==> config.mk <==
export PLATFORM = sky130hd
export DESIGN_NAME = aret_ctrl
export DESIGN_NICKNAME = d
export VERILOG_FILES = /design/src/rtl/aret_pkg.sv /design/src/rtl/aret_retry_cnt.sv /design/src/rtl/aret_sym_timer.sv /design/src/rtl/aret_ack_match.sv /design/src/rtl/aret_ctrl.sv
export SDC_FILE = /design/constraint.sdc
export NUM_CORES = 1
export LEC_CHECK = 0
export ABC_AREA = 0
export BUFFER_PORTS_ARGS = -buffer_cell sky130_fd_sc_hd__buf_2
export CAP_MARGIN = 25
export CORE_AREA = 2 2 61 77
export CTS_BUF_LIST = sky130_fd_sc_hd__clkbuf_4 sky130_fd_sc_hd__clkbuf_8
export CTS_CLUSTER_SIZE = 14
export DETAILED_ROUTE_END_ITERATION = 8
export DIE_AREA = 0 0 63 79
export GPL_TIMING_DRIVEN = 0
export PLACE_DENSITY = 0.72
export SLEW_MARGIN = 20
export SYNTH_ARGS = -nofsm -noshare
export SYNTH_HDL_FRONTEND = slang
export SYNTH_HIERARCHICAL = 1
export SYNTH_SLANG_ARGS = --single-unit
==> constraint.sdc <==
create_clock -name clk_i -period 2.7 [get_ports clk_i]
set_input_delay 0.135 -clock clk_i [delete_from_list [all_inputs] [get_ports clk_i]]
set_output_delay 0.135 -clock clk_i [all_outputs]
set_load 0.05 [all_outputs]
==> src/rtl/aret_pkg.sv <==
package aret_pkg;
  typedef enum logic [1:0] {ST_IDLE, ST_CCA, ST_TX, ST_ACK} aret_state_e;

  typedef enum logic [2:0] {
    RES_OK       = 3'd0,
    RES_OK_PEND  = 3'd1,
    RES_CCA_FAIL = 3'd3,
    RES_NO_ACK   = 3'd5,
    RES_IDLE     = 3'd7
  } aret_res_e;

  localparam int          ACK_REQ_BIT = 5;
  localparam logic [2:0]  FTYPE_ACK   = 3'b010;
endpackage

==> src/rtl/aret_retry_cnt.sv <==
module aret_retry_cnt #(
  parameter int W = 3
) (
  input  logic         clk_i,
  input  logic         rst_ni,
  input  logic         clr_i,
  input  logic         inc_i,
  input  logic [W-1:0] max_i,
  output logic [W-1:0] cnt_o,
  output logic         at_max_o
);
  logic [W-1:0] cnt_q;

  always_ff @(posedge clk_i or negedge rst_ni) begin
    if (!rst_ni)     cnt_q <= '0;
    else if (clr_i)  cnt_q <= '0;
    else if (inc_i)  cnt_q <= cnt_q + 1'b1;
  end

  assign cnt_o    = cnt_q;
  assign at_max_o = (cnt_q == max_i);

  // the sequencer never steps a counter beyond its limit
  p_no_overrun_r9: assert property (@(posedge clk_i) disable iff (!rst_ni)
    inc_i |-> !at_max_o);
endmodule

==> src/rtl/aret_sym_timer.sv <==
module aret_sym_timer #(
  parameter int LIMIT = 54
) (
  input  logic clk_i,
  input  logic rst_ni,
  input  logic clr_i,
  input  logic en_i,
  input  logic tick_i,
  output logic expire_o
);
  localparam int CW = $clog2(LIMIT + 1);

  logic [CW-1:0] cnt_q;

  always_ff @(posedge clk_i or negedge rst_ni) begin
    if (!rst_ni)              cnt_q <= '0;
    else if (clr_i)           cnt_q <= '0;
    else if (en_i && tick_i)  cnt_q <= cnt_q + 1'b1;
  end

  assign expire_o = en_i && tick_i && (cnt_q == CW'(LIMIT - 1));

  p_wait_bound_r6: assert property (@(posedge clk_i) disable iff (!rst_ni)
    en_i |-> (cnt_q < CW'(LIMIT)));
endmodule

==> src/rtl/aret_ack_match.sv <==
module aret_ack_match #(
  parameter int TYPE_W = 3,
  parameter int SEQ_W  = 8
) (
  input  logic              rx_valid_i,
  input  logic [TYPE_W-1:0] rx_type_i,
  input  logic              rx_crc_ok_i,
  input  logic [SEQ_W-1:0]  rx_seq_i,
  input  logic [SEQ_W-1:0]  exp_seq_i,
  output logic              ack_ok_o,
  output logic              ack_bad_o
);
  import aret_pkg::*;

  logic is_ack;

  // frames of another type or with a bad CRC are neither ok nor bad: dropped
  assign is_ack    = rx_valid_i && rx_crc_ok_i && (rx_type_i == TYPE_W'(FTYPE_ACK));
  assign ack_ok_o  = is_ack && (rx_seq_i == exp_seq_i);
  assign ack_bad_o = is_ack && (rx_seq_i != exp_seq_i);
endmodule

==> src/rtl/aret_ctrl.sv <==
module aret_ctrl #(
  parameter int CCA_W         = 3,
  parameter int FRM_W         = 4,
  parameter int ACK_WAIT_SYMS = 54,
  parameter int TYPE_W        = 3,
  parameter int SEQ_W         = 8
) (
  input  logic              clk_i,
  input  logic              rst_ni,
  input  logic              start_hw_i,
  input  logic              start_sw_i,
  input  logic [CCA_W-1:0]  cfg_cca_max_i,
  input  logic [FRM_W-1:0]  cfg_frm_max_i,
  input  logic [7:0]        fc_octet_i,
  input  logic [SEQ_W-1:0]  seq_octet_i,
  output logic              cca_req_o,
  input  logic              cca_done_i,
  input  logic              cca_clear_i,
  output logic              tx_req_o,
  input  logic              tx_done_i,
  output logic              rx_on_o,
  input  logic              rx_valid_i,
  input  logic [TYPE_W-1:0] rx_type_i,
  input  logic              rx_crc_ok_i,
  input  logic [SEQ_W-1:0]  rx_seq_i,
  input  logic              rx_pend_i,
  input  logic              sym_tick_i,
  output logic [2:0]        status_o,
  output logic [CCA_W-1:0]  cca_retry_o,
  output logic [FRM_W-1:0]  frame_retry_o,
  output logic              irq_o
);
  import aret_pkg::*;

  aret_state_e      state_q, state_d;
  logic [CCA_W-1:0] cca_max_q;
  logic [FRM_W-1:0] frm_max_q;
  logic [SEQ_W-1:0] seq_q;
  logic             ack_req_q;
  logic [2:0]       status_q;
  logic             irq_q;

  logic       start;
  logic       cca_clr, cca_inc, cca_at_max;
  logic       frm_clr, frm_inc, frm_at_max;
  logic       tmr_clr, tmr_expire;
  logic       ack_ok, ack_bad;
  logic       done;
  aret_res_e  done_code;

  assign start = start_hw_i || start_sw_i;

  aret_retry_cnt #(.W(CCA_W)) i_cca_cnt (
    .clk_i, .rst_ni, .clr_i(cca_clr), .inc_i(cca_inc),
    .max_i(cca_max_q), .cnt_o(cca_retry_o), .at_max_o(cca_at_max)
  );

  aret_retry_cnt #(.W(FRM_W)) i_frm_cnt (
    .clk_i, .rst_ni, .clr_i(frm_clr), .inc_i(frm_inc),
    .max_i(frm_max_q), .cnt_o(frame_retry_o), .at_max_o(frm_at_max)
  );

  aret_sym_timer #(.LIMIT(ACK_WAIT_SYMS)) i_timer (
    .clk_i, .rst_ni, .clr_i(tmr_clr), .en_i(state_q == ST_ACK),
    .tick_i(sym_tick_i), .expire_o(tmr_expire)
  );

  aret_ack_match #(.TYPE_W(TYPE_W), .SEQ_W(SEQ_W)) i_ack (
    .rx_valid_i, .rx_type_i, .rx_crc_ok_i, .rx_seq_i,
    .exp_seq_i(seq_q), .ack_ok_o(ack_ok), .ack_bad_o(ack_bad)
  );

  always_comb begin
    state_d   = state_q;
    cca_clr   = 1'b0;
    cca_inc   = 1'b0;
    frm_clr   = 1'b0;
    frm_inc   = 1'b0;
    tmr_clr   = 1'b0;
    done      = 1'b0;
    done_code = RES_IDLE;
    unique case (state_q)
      ST_IDLE: if (start) begin
        state_d = ST_CCA;
        cca_clr = 1'b1;
        frm_clr = 1'b1;
      end
      ST_CCA: if (cca_done_i) begin
        if (cca_clear_i)     state_d = ST_TX;
        else if (cca_at_max) begin done = 1'b1; done_code = RES_CCA_FAIL; end
        else                 cca_inc = 1'b1;
      end
      ST_TX: if (tx_done_i) begin
        if (ack_req_q) begin state_d = ST_ACK; tmr_clr = 1'b1; end
        else           begin done = 1'b1; done_code = RES_OK; end
      end
      ST_ACK: begin
        if (ack_ok) begin
          done      = 1'b1;
          done_code = rx_pend_i ? RES_OK_PEND : RES_OK;
        end else if (ack_bad || tmr_expire) begin
          if (frm_at_max) begin
            done      = 1'b1;
            done_code = RES_NO_ACK;
          end else begin
            frm_inc = 1'b1;
            cca_clr = 1'b1;
            state_d = ST_CCA;
          end
        end
      end
      default: state_d = ST_IDLE;
    endcase
    if (done) state_d = ST_IDLE;
  end

  always_ff @(posedge clk_i or negedge rst_ni) begin
    if (!rst_ni) begin
      state_q   <= ST_IDLE;
      cca_max_q <= '0;
      frm_max_q <= '0;
      seq_q     <= '0;
      ack_req_q <= 1'b0;
      status_q  <= RES_IDLE;
      irq_q     <= 1'b0;
    end else begin
      state_q <= state_d;
      irq_q   <= done;
      if (state_q == ST_IDLE && start) begin
        cca_max_q <= cfg_cca_max_i;
        frm_max_q <= cfg_frm_max_i;
        seq_q     <= seq_octet_i;
        ack_req_q <= fc_octet_i[ACK_REQ_BIT];
        status_q  <= RES_IDLE;
      end else if (done) begin
        status_q  <= done_code;
      end
    end
  end

  assign cca_req_o = (state_q == ST_CCA);
  assign tx_req_o  = (state_q == ST_TX);
  assign rx_on_o   = (state_q == ST_ACK);
  assign status_o  = status_q;
  assign irq_o     = irq_q;

  p_irq_pulse_r10: assert property (@(posedge clk_i) disable iff (!rst_ni)
    irq_o |=> !irq_o);

  p_irq_status_r10: assert property (@(posedge clk_i) disable iff (!rst_ni)
    irq_o |-> (status_o != RES_IDLE));

  p_run_status_r2: assert property (@(posedge clk_i) disable iff (!rst_ni)
    (cca_req_o || tx_req_o || rx_on_o) |-> (status_o == RES_IDLE));

  p_busy_retry_r4: assert property (@(posedge clk_i) disable iff (!rst_ni)
    (cca_req_o && cca_done_i && !cca_clear_i && !cca_at_max)
      |=> (cca_req_o && cca_retry_o == $past(cca_retry_o) + 1'b1));

  p_attempt_restart_r9: assert property (@(posedge clk_i) disable iff (!rst_ni)
    $rose(cca_req_o) |-> (cca_retry_o == '0));

  p_ack_wait_gated_r5: assert property (@(posedge clk_i) disable iff (!rst_ni)
    $rose(rx_on_o) |-> ack_req_q);
endmodule

After elaboration in Yosys (flattened, before gate mapping)
Cells that the tools add are included.
- output and inout port bits: 14
- flip-flop bits (word level): 35
- input bits: 45
- reductions and logical operators: 15
- add/subtract/negate cells: 3
- eq/ne operators: 17
- mux-type cells: 51
- operators by type and width (cell ; count):
    $mux W3 ; 10
    $mux W1 ; 22
    $mux W2 ; 11
    $mux W6 ; 2
    $ne A3 B1 Y1 const B ; 4
    $ne A3 B3 Y1 const B ; 4
    $pmux W3 S3 ; 1
    $eq A8 B8 Y1 ; 1
    $mux W4 ; 2
    $ne A8 B8 Y1 ; 1
    $pmux W2 S4 ; 1
    $reduce_and A8 Y1 ; 1
    $reduce_bool A2 Y1 ; 4
    $logic_and A1 B1 Y1 ; 7
    $add A6 B1 Y6 const B ; 1
    $eq A6 B6 Y1 const B ; 1
    $add A4 B1 Y4 const B ; 1
    $eq A2 B2 Y1 const B ; 2
    $eq A4 B4 Y1 ; 1
    $add A3 B1 Y3 const B ; 1
    $eq A3 B2 Y1 const B ; 1
    $eq A3 B3 Y1 ; 1
    $pmux W1 S3 ; 1
    $eq A2 B1 Y1 const B ; 1
    3 further kinds ; 4

Logic depth before layout (Yosys ltp)
- depth in word-level cells: 9
- gate-level depth with buffers: 9
- depth with buffers taken out: 9

Modules after synthesis
The synthesis kept the hierarchy.
- by module, submodules not included (module ; area each (um^2) ; cells an instance ; sequential area each (um^2) ; times used):
    aret_ctrl ; 1119.8 ; 127 ; 554.3 ; 1
    aret_sym_timer ; 315.3 ; 34 ; 150.1 ; 1
    aret_retry_cnt (i_frm_cnt) ; 234.0 ; 21 ; 100.1 ; 1
    aret_retry_cnt (i_cca_cnt) ; 176.4 ; 15 ; 75.1 ; 1
    aret_ack_match ; 107.6 ; 14 ; 0.0 ; 1

Worst setup path after synthesis
No wires, ideal clock.
- kind: register to register
- start: reg state_q[1]
- end: reg i_frm_cnt.cnt_q[3], in the netlist i_frm_cnt/cnt_o[3]
- setup time: 0.125 ns
- path slack: -0.216 ns
- arrival time: 2.791 ns
- required time: 2.575 ns
- clock period less this slack: 2.916 ns
- cell stages (with the launch flop): 8
- buffers on the path: 0
- path through: dfrtp_1 > ha_1 > nand4_1 > nor3_1 > nor2_1 > nor4_1 > nand4_1 > mux2_4
- word-level cells in the longest chain between the ends: 8
- ends and longest elaborated chain (what ; RTL line ; source):
    from (decl) ; aret_ctrl.sv:35 ; aret_state_e state_q, state_d;
    from (signal assigned) ; aret_ctrl.sv:127 ; state_q <= state_d;
    $eq A2 B2 Y1 ; - ;
    net rx_on_o ; aret_ctrl.sv:21 ; output logic rx_on_o,
    $logic_and A1 B1 Y1 (2 in a row) ; aret_sym_timer.sv:21 ; assign expire_o = en_i && tick_i && (cnt_q == CW'(LIMIT - 1));
    net tmr_expire ; aret_ctrl.sv:46 ; logic tmr_clr, tmr_expire;
    $logic_or A1 B1 Y1 ; aret_ctrl.sv:101 ; end else if (ack_bad || tmr_expire) begin
    $mux W1 ; aret_ctrl.sv:101 ;
    $mux W1 ; aret_ctrl.sv:98 ; if (ack_ok) begin
    $mux W1 ; aret_ctrl.sv:82 ; unique case (state_q)
    net frm_inc ; aret_ctrl.sv:45 ; logic frm_clr, frm_inc, frm_at_max;
    $reduce_bool A2 Y1 (no line) ; - ;
    to (signal assigned) ; aret_retry_cnt.sv:17 ; else if (inc_i) cnt_q <= cnt_q + 1'b1;
    to (decl) ; aret_retry_cnt.sv:12 ; logic [W-1:0] cnt_q;
The timed path passes the listed nets, and every way through them passes these cells.
A chain may end at the register's enable or synchronous reset.

Worst setup path after layout
- start: reg state_q[1]
- end: reg i_frm_cnt.cnt_q[3], in the netlist i_frm_cnt/cnt_o[3]
- word-level cells in the longest chain between the ends: 8
- ends and longest elaborated chain (what ; RTL line ; source):
    $eq A2 B2 Y1 ; aret_ctrl.sv:64 ; .clk_i, .rst_ni, .clr_i(tmr_clr), .en_i(state_q == ST_ACK),
    $logic_and A1 B1 Y1 (2 in a row) ; aret_sym_timer.sv:21 ;
    net tmr_expire ; aret_ctrl.sv:46 ;
    $logic_or A1 B1 Y1 ; aret_ctrl.sv:101 ;
    $mux W1 ; aret_ctrl.sv:101 ;
    $mux W1 ; aret_ctrl.sv:98 ;
    $mux W1 ; aret_ctrl.sv:82 ;
    net frm_inc ; aret_ctrl.sv:45 ;
    $reduce_bool A2 Y1 (no line) ; - ;
The timed path passes the listed nets, and every way through them passes these cells.

==> impl_results.md <==
* Status: completed
* Initial antenna violation count at 0
* TritonCTS buffer count at 5
* Number of diodes at 0
* All-Layer GR Usage at 19.4%
* Die area at about 0.005 mm^2
* Data required time at the worst endpoint at 2.87 ns
* Unrepaired setup endpoints after global routing: false
* Global-route wire length before repair at ~7.6 mm
* Starting DRC count in detailed routing at 64
* DRC violation count after routing at 0
* Cells taking the most area after synthesis: dfrtp_1, nand2_1, ha_1, xnor2_1, dfstp_2
* Final hold vios at 0
* Vertical die dimension at 79 um
* First-pass detailed-route iteration total at 4
* Count of input and output buffers at between 50 and 60
* Fraction of met3 tracks used by global routing at under 10%
* Synthesis warning total at 6
* CTS Buffer Depth at 2
* Number of vias in the routed layout at around 1700
* Largest area contributor in the synthesized netlist: dfrtp_1
* Fraction of synthesized cell area taken by the top area cell type at between 40% and 50%
* Sink Count at 35
* Net count of the finished layout at 326
* Most common cell after layout, fill and taps aside: nand2_1
* Final setup margin at 0.266 ns
* Ratio of cells with drive above 1 in the final layout at a little under 30%
* Total detailed-routing wirelength at approximately 4.3 mm
* Count of endpoints failing setup in the final report at 0
* Path category of the worst min-delay check: input pin to flip-flop
* Most frequent cells in the layout: nand2_1, buf_2, dfrtp_1
* Clock-pin transition on the worst setup and hold timing paths at about 0.070 ns
* Share of the yosys chip area belonging to registers at between 40% and 50%
* Leak at approximately 1.2 nW
* M2 GR Usage at a little over a third
* Final Skew at roughly 0.0025 ns
* Asr flop ratio synth at 100%
* Mapped cell area at just under 0.002 mm^2
* CTS H-Tree Depth at 2
* Type of the worst setup path: flip-flop to flip-flop
* TritonCTS clock tree: done
* Average cell area after synthesis at 9.26 um^2
* Data arrival time of the worst path at around 2.6 ns
* Achievable clock frequency at 411 MHz
* Total cell area at the placement stage at between 0.002 and 0.0025 mm^2
* Main synth FF type: dfrtp_1
* Total power divided by cell area at approximately 1000 mW/mm^2
* Hold Worst Slack at about 0.037 ns
* Worst-case headroom to the max-slew limit at between 40% and 50%
* Kind of capture point of the worst setup path: flip-flop
* Layout fillers at ~430
* Count of distinct cell types in the synthesized netlist at 42
* Synth Net Count at 265
* Peak fanout along the critical path at 10
* Detailed placement HPWL at between 3 and 4 mm
* Final estimated routing congestion in global placement at 0.803
* Largest net degree at the start of global routing at 36
* Startpoint kind of the worst setup timing path: flip-flop
* Actual transition at the worst max-transition pin at slightly above 0.8 ns
* Most Used Layer, Global Route: met2
* Antenna Violating Nets Remaining at 0
* Clock root buffer: clkbuf_8
* Max rail drop VDD at roughly 470 uV
* Average wire per cell in the routed design at about 13 um
* Number of global-route vias before repair at 1714
* Core box area at approximately 0.0043 mm^2
* Final critical path time including I/O delays and setup at approximately 2.4 ns
* Crit share post-route at between 90% and 100%
* Final design instance area without fill at approximately 0.0024 mm^2
* Flip-flop and latch count after synthesis at 35
* Via density at between 5 and 6
* Final Slew Violations at 0
* Clock latency at the later pin of the worst-skew pair at roughly 0.28 ns
* Number of synthesized flops with an enable pin at 0
* Initial standard-cell utilization of the core at 45.5%
* Row count at 27
* Cells after synthesis at approximately 210
* I/O pin count at approximately 60
* Fraction of met1 tracks used by global routing at a little under a quarter
* Die Width at roughly 63 um
* Overflow after GRT at 0
* Number of max-capacitance violations reported at 0
* Area grow syn2layout at 24.3%
* Minimum setup slack after placement at -0.402 ns
==> final cells by class <==
cell class                 instances  area (um^2)  share of cell area [%]
sequential                        35          880                    36.2
multi-input combinational        168         1080                    44.3
buffer                             3         11.3                   0.464
timing repair buffer              54          280                    11.5
clock inverter                     1         5.00                   0.206
inverter                           5         18.8                   0.773
tap                               58         72.6                    2.99
clock buffer                       7         83.8                    3.45
==> synthesized netlist by cell type, drive strengths merged, types with 3 or more instances <==
cell / number
nand3: 6
dfstp: 3
ha: 9
xor2: 9
nand4: 5
dfrtp: 32
inv: 5
o21ai: 6
nor4: 3
nor2: 18
nand3b: 4
nor3: 6
xnor2: 10
clkbuf: 3
nand2: 60
mux2i: 3
a21oi: 8
==> state kept, by name, indices dropped and copies added, names as in the netlist <==
register	flops
i_frm_cnt/cnt_o	4
state_q	2
cca_max_q	3
status_o	3
ack_req_q	1
frm_max_q	4
seq_q	8
i_cca_cnt/cnt_o	3
irq_o	1
i_timer/cnt_q	6
==> worst max-delay path, cell delays in order, from the launching register on <==
cell	delay, ns
dfrtp_1	0.55
ha_4	0.27
nand4_1	0.19
nor3_2	0.29
nor2_1	0.14
nor4_4	0.39
nand4_1	0.18
mux2_4	0.32
==> logic make-up (layout without fill, tap and decap cells) <==
kind of cell | count (synthesis) | in the layout | share of synthesized area, %
xor+xnor | 19 | 19 | 8.52
compound gates | 26 | 26 | 11.5
simple gates | 110 | 110 | 25.3
mux | 4 | 4 | 2.31
buf+inv | 8 | 70 | 1.54
fa+ha+maj | 9 | 9 | 5.77
flops | 35 | 35 | 45.0
==> path summary, 6_finish.rpt <==
path | start | to | slack (ns) | cells after the start
worst min register to register | seq_q[1] | seq_q[1] | 0.50 | 2
max in group asynchronous | rst_ni | frm_max_q[0] | 1.74 | 2
worst max-delay path | state_q[1] | i_frm_cnt/cnt_o[3] | 0.27 | 7
worst min-delay path | cfg_cca_max_i[2] | cca_max_q[2] | 0.04 | 3
min in group asynchronous | rst_ni | i_cca_cnt/cnt_o[2] | 0.47 | 2
worst max register to register | state_q[1] | i_frm_cnt/cnt_o[3] | 0.27 | 7
==> timing repair <==
| action | CTS | global route |
|---|---|---|
| hold endpoints to repair | 32 | 0 |
| pin swaps | 0 | 1 |
| cloned | 0 | 0 |
| hold buffers | 1 | 0 |
| setup buffers | 0 | 2 |
| resized for setup | 2 | 2 |
| endpoints found under the setup margin | 7 | 7 |
==> where the power goes <==
group          internal (W)  switching, W
combinational      0.000445      0.000785
clock              0.000201      0.000184
sequential         0.000739      0.000185
==> through the flow <==
| stage | TNS (ns) | instances | total power, W | util, % |
|---|---|---|---|---|
| after floorplan | 0 | 211 | 0.00185 | - |
| after global placement | -1.13 | 320 | 0.00210 | 53.2 |
| after detailed placement | -1.72 | 320 | 0.00214 | 53.2 |
| after CTS | 0 | 329 | 0.00254 | 55.9 |
| after global routing | 0 | 331 | 0.00276 | 56.6 |
| final | 0 | 331 | 0.00254 | 56.6 |
==> routing by layer <==
metal  vias up  wire length (um)  share of wire, %
li1        832                 -                 -
met3         8               213               4.9
met2        43              2180                50
met5         -                 0                 0
met1       773              1850                43
met4         0                74               1.7
No activity file was read; power rests on OpenSTA's default activity.
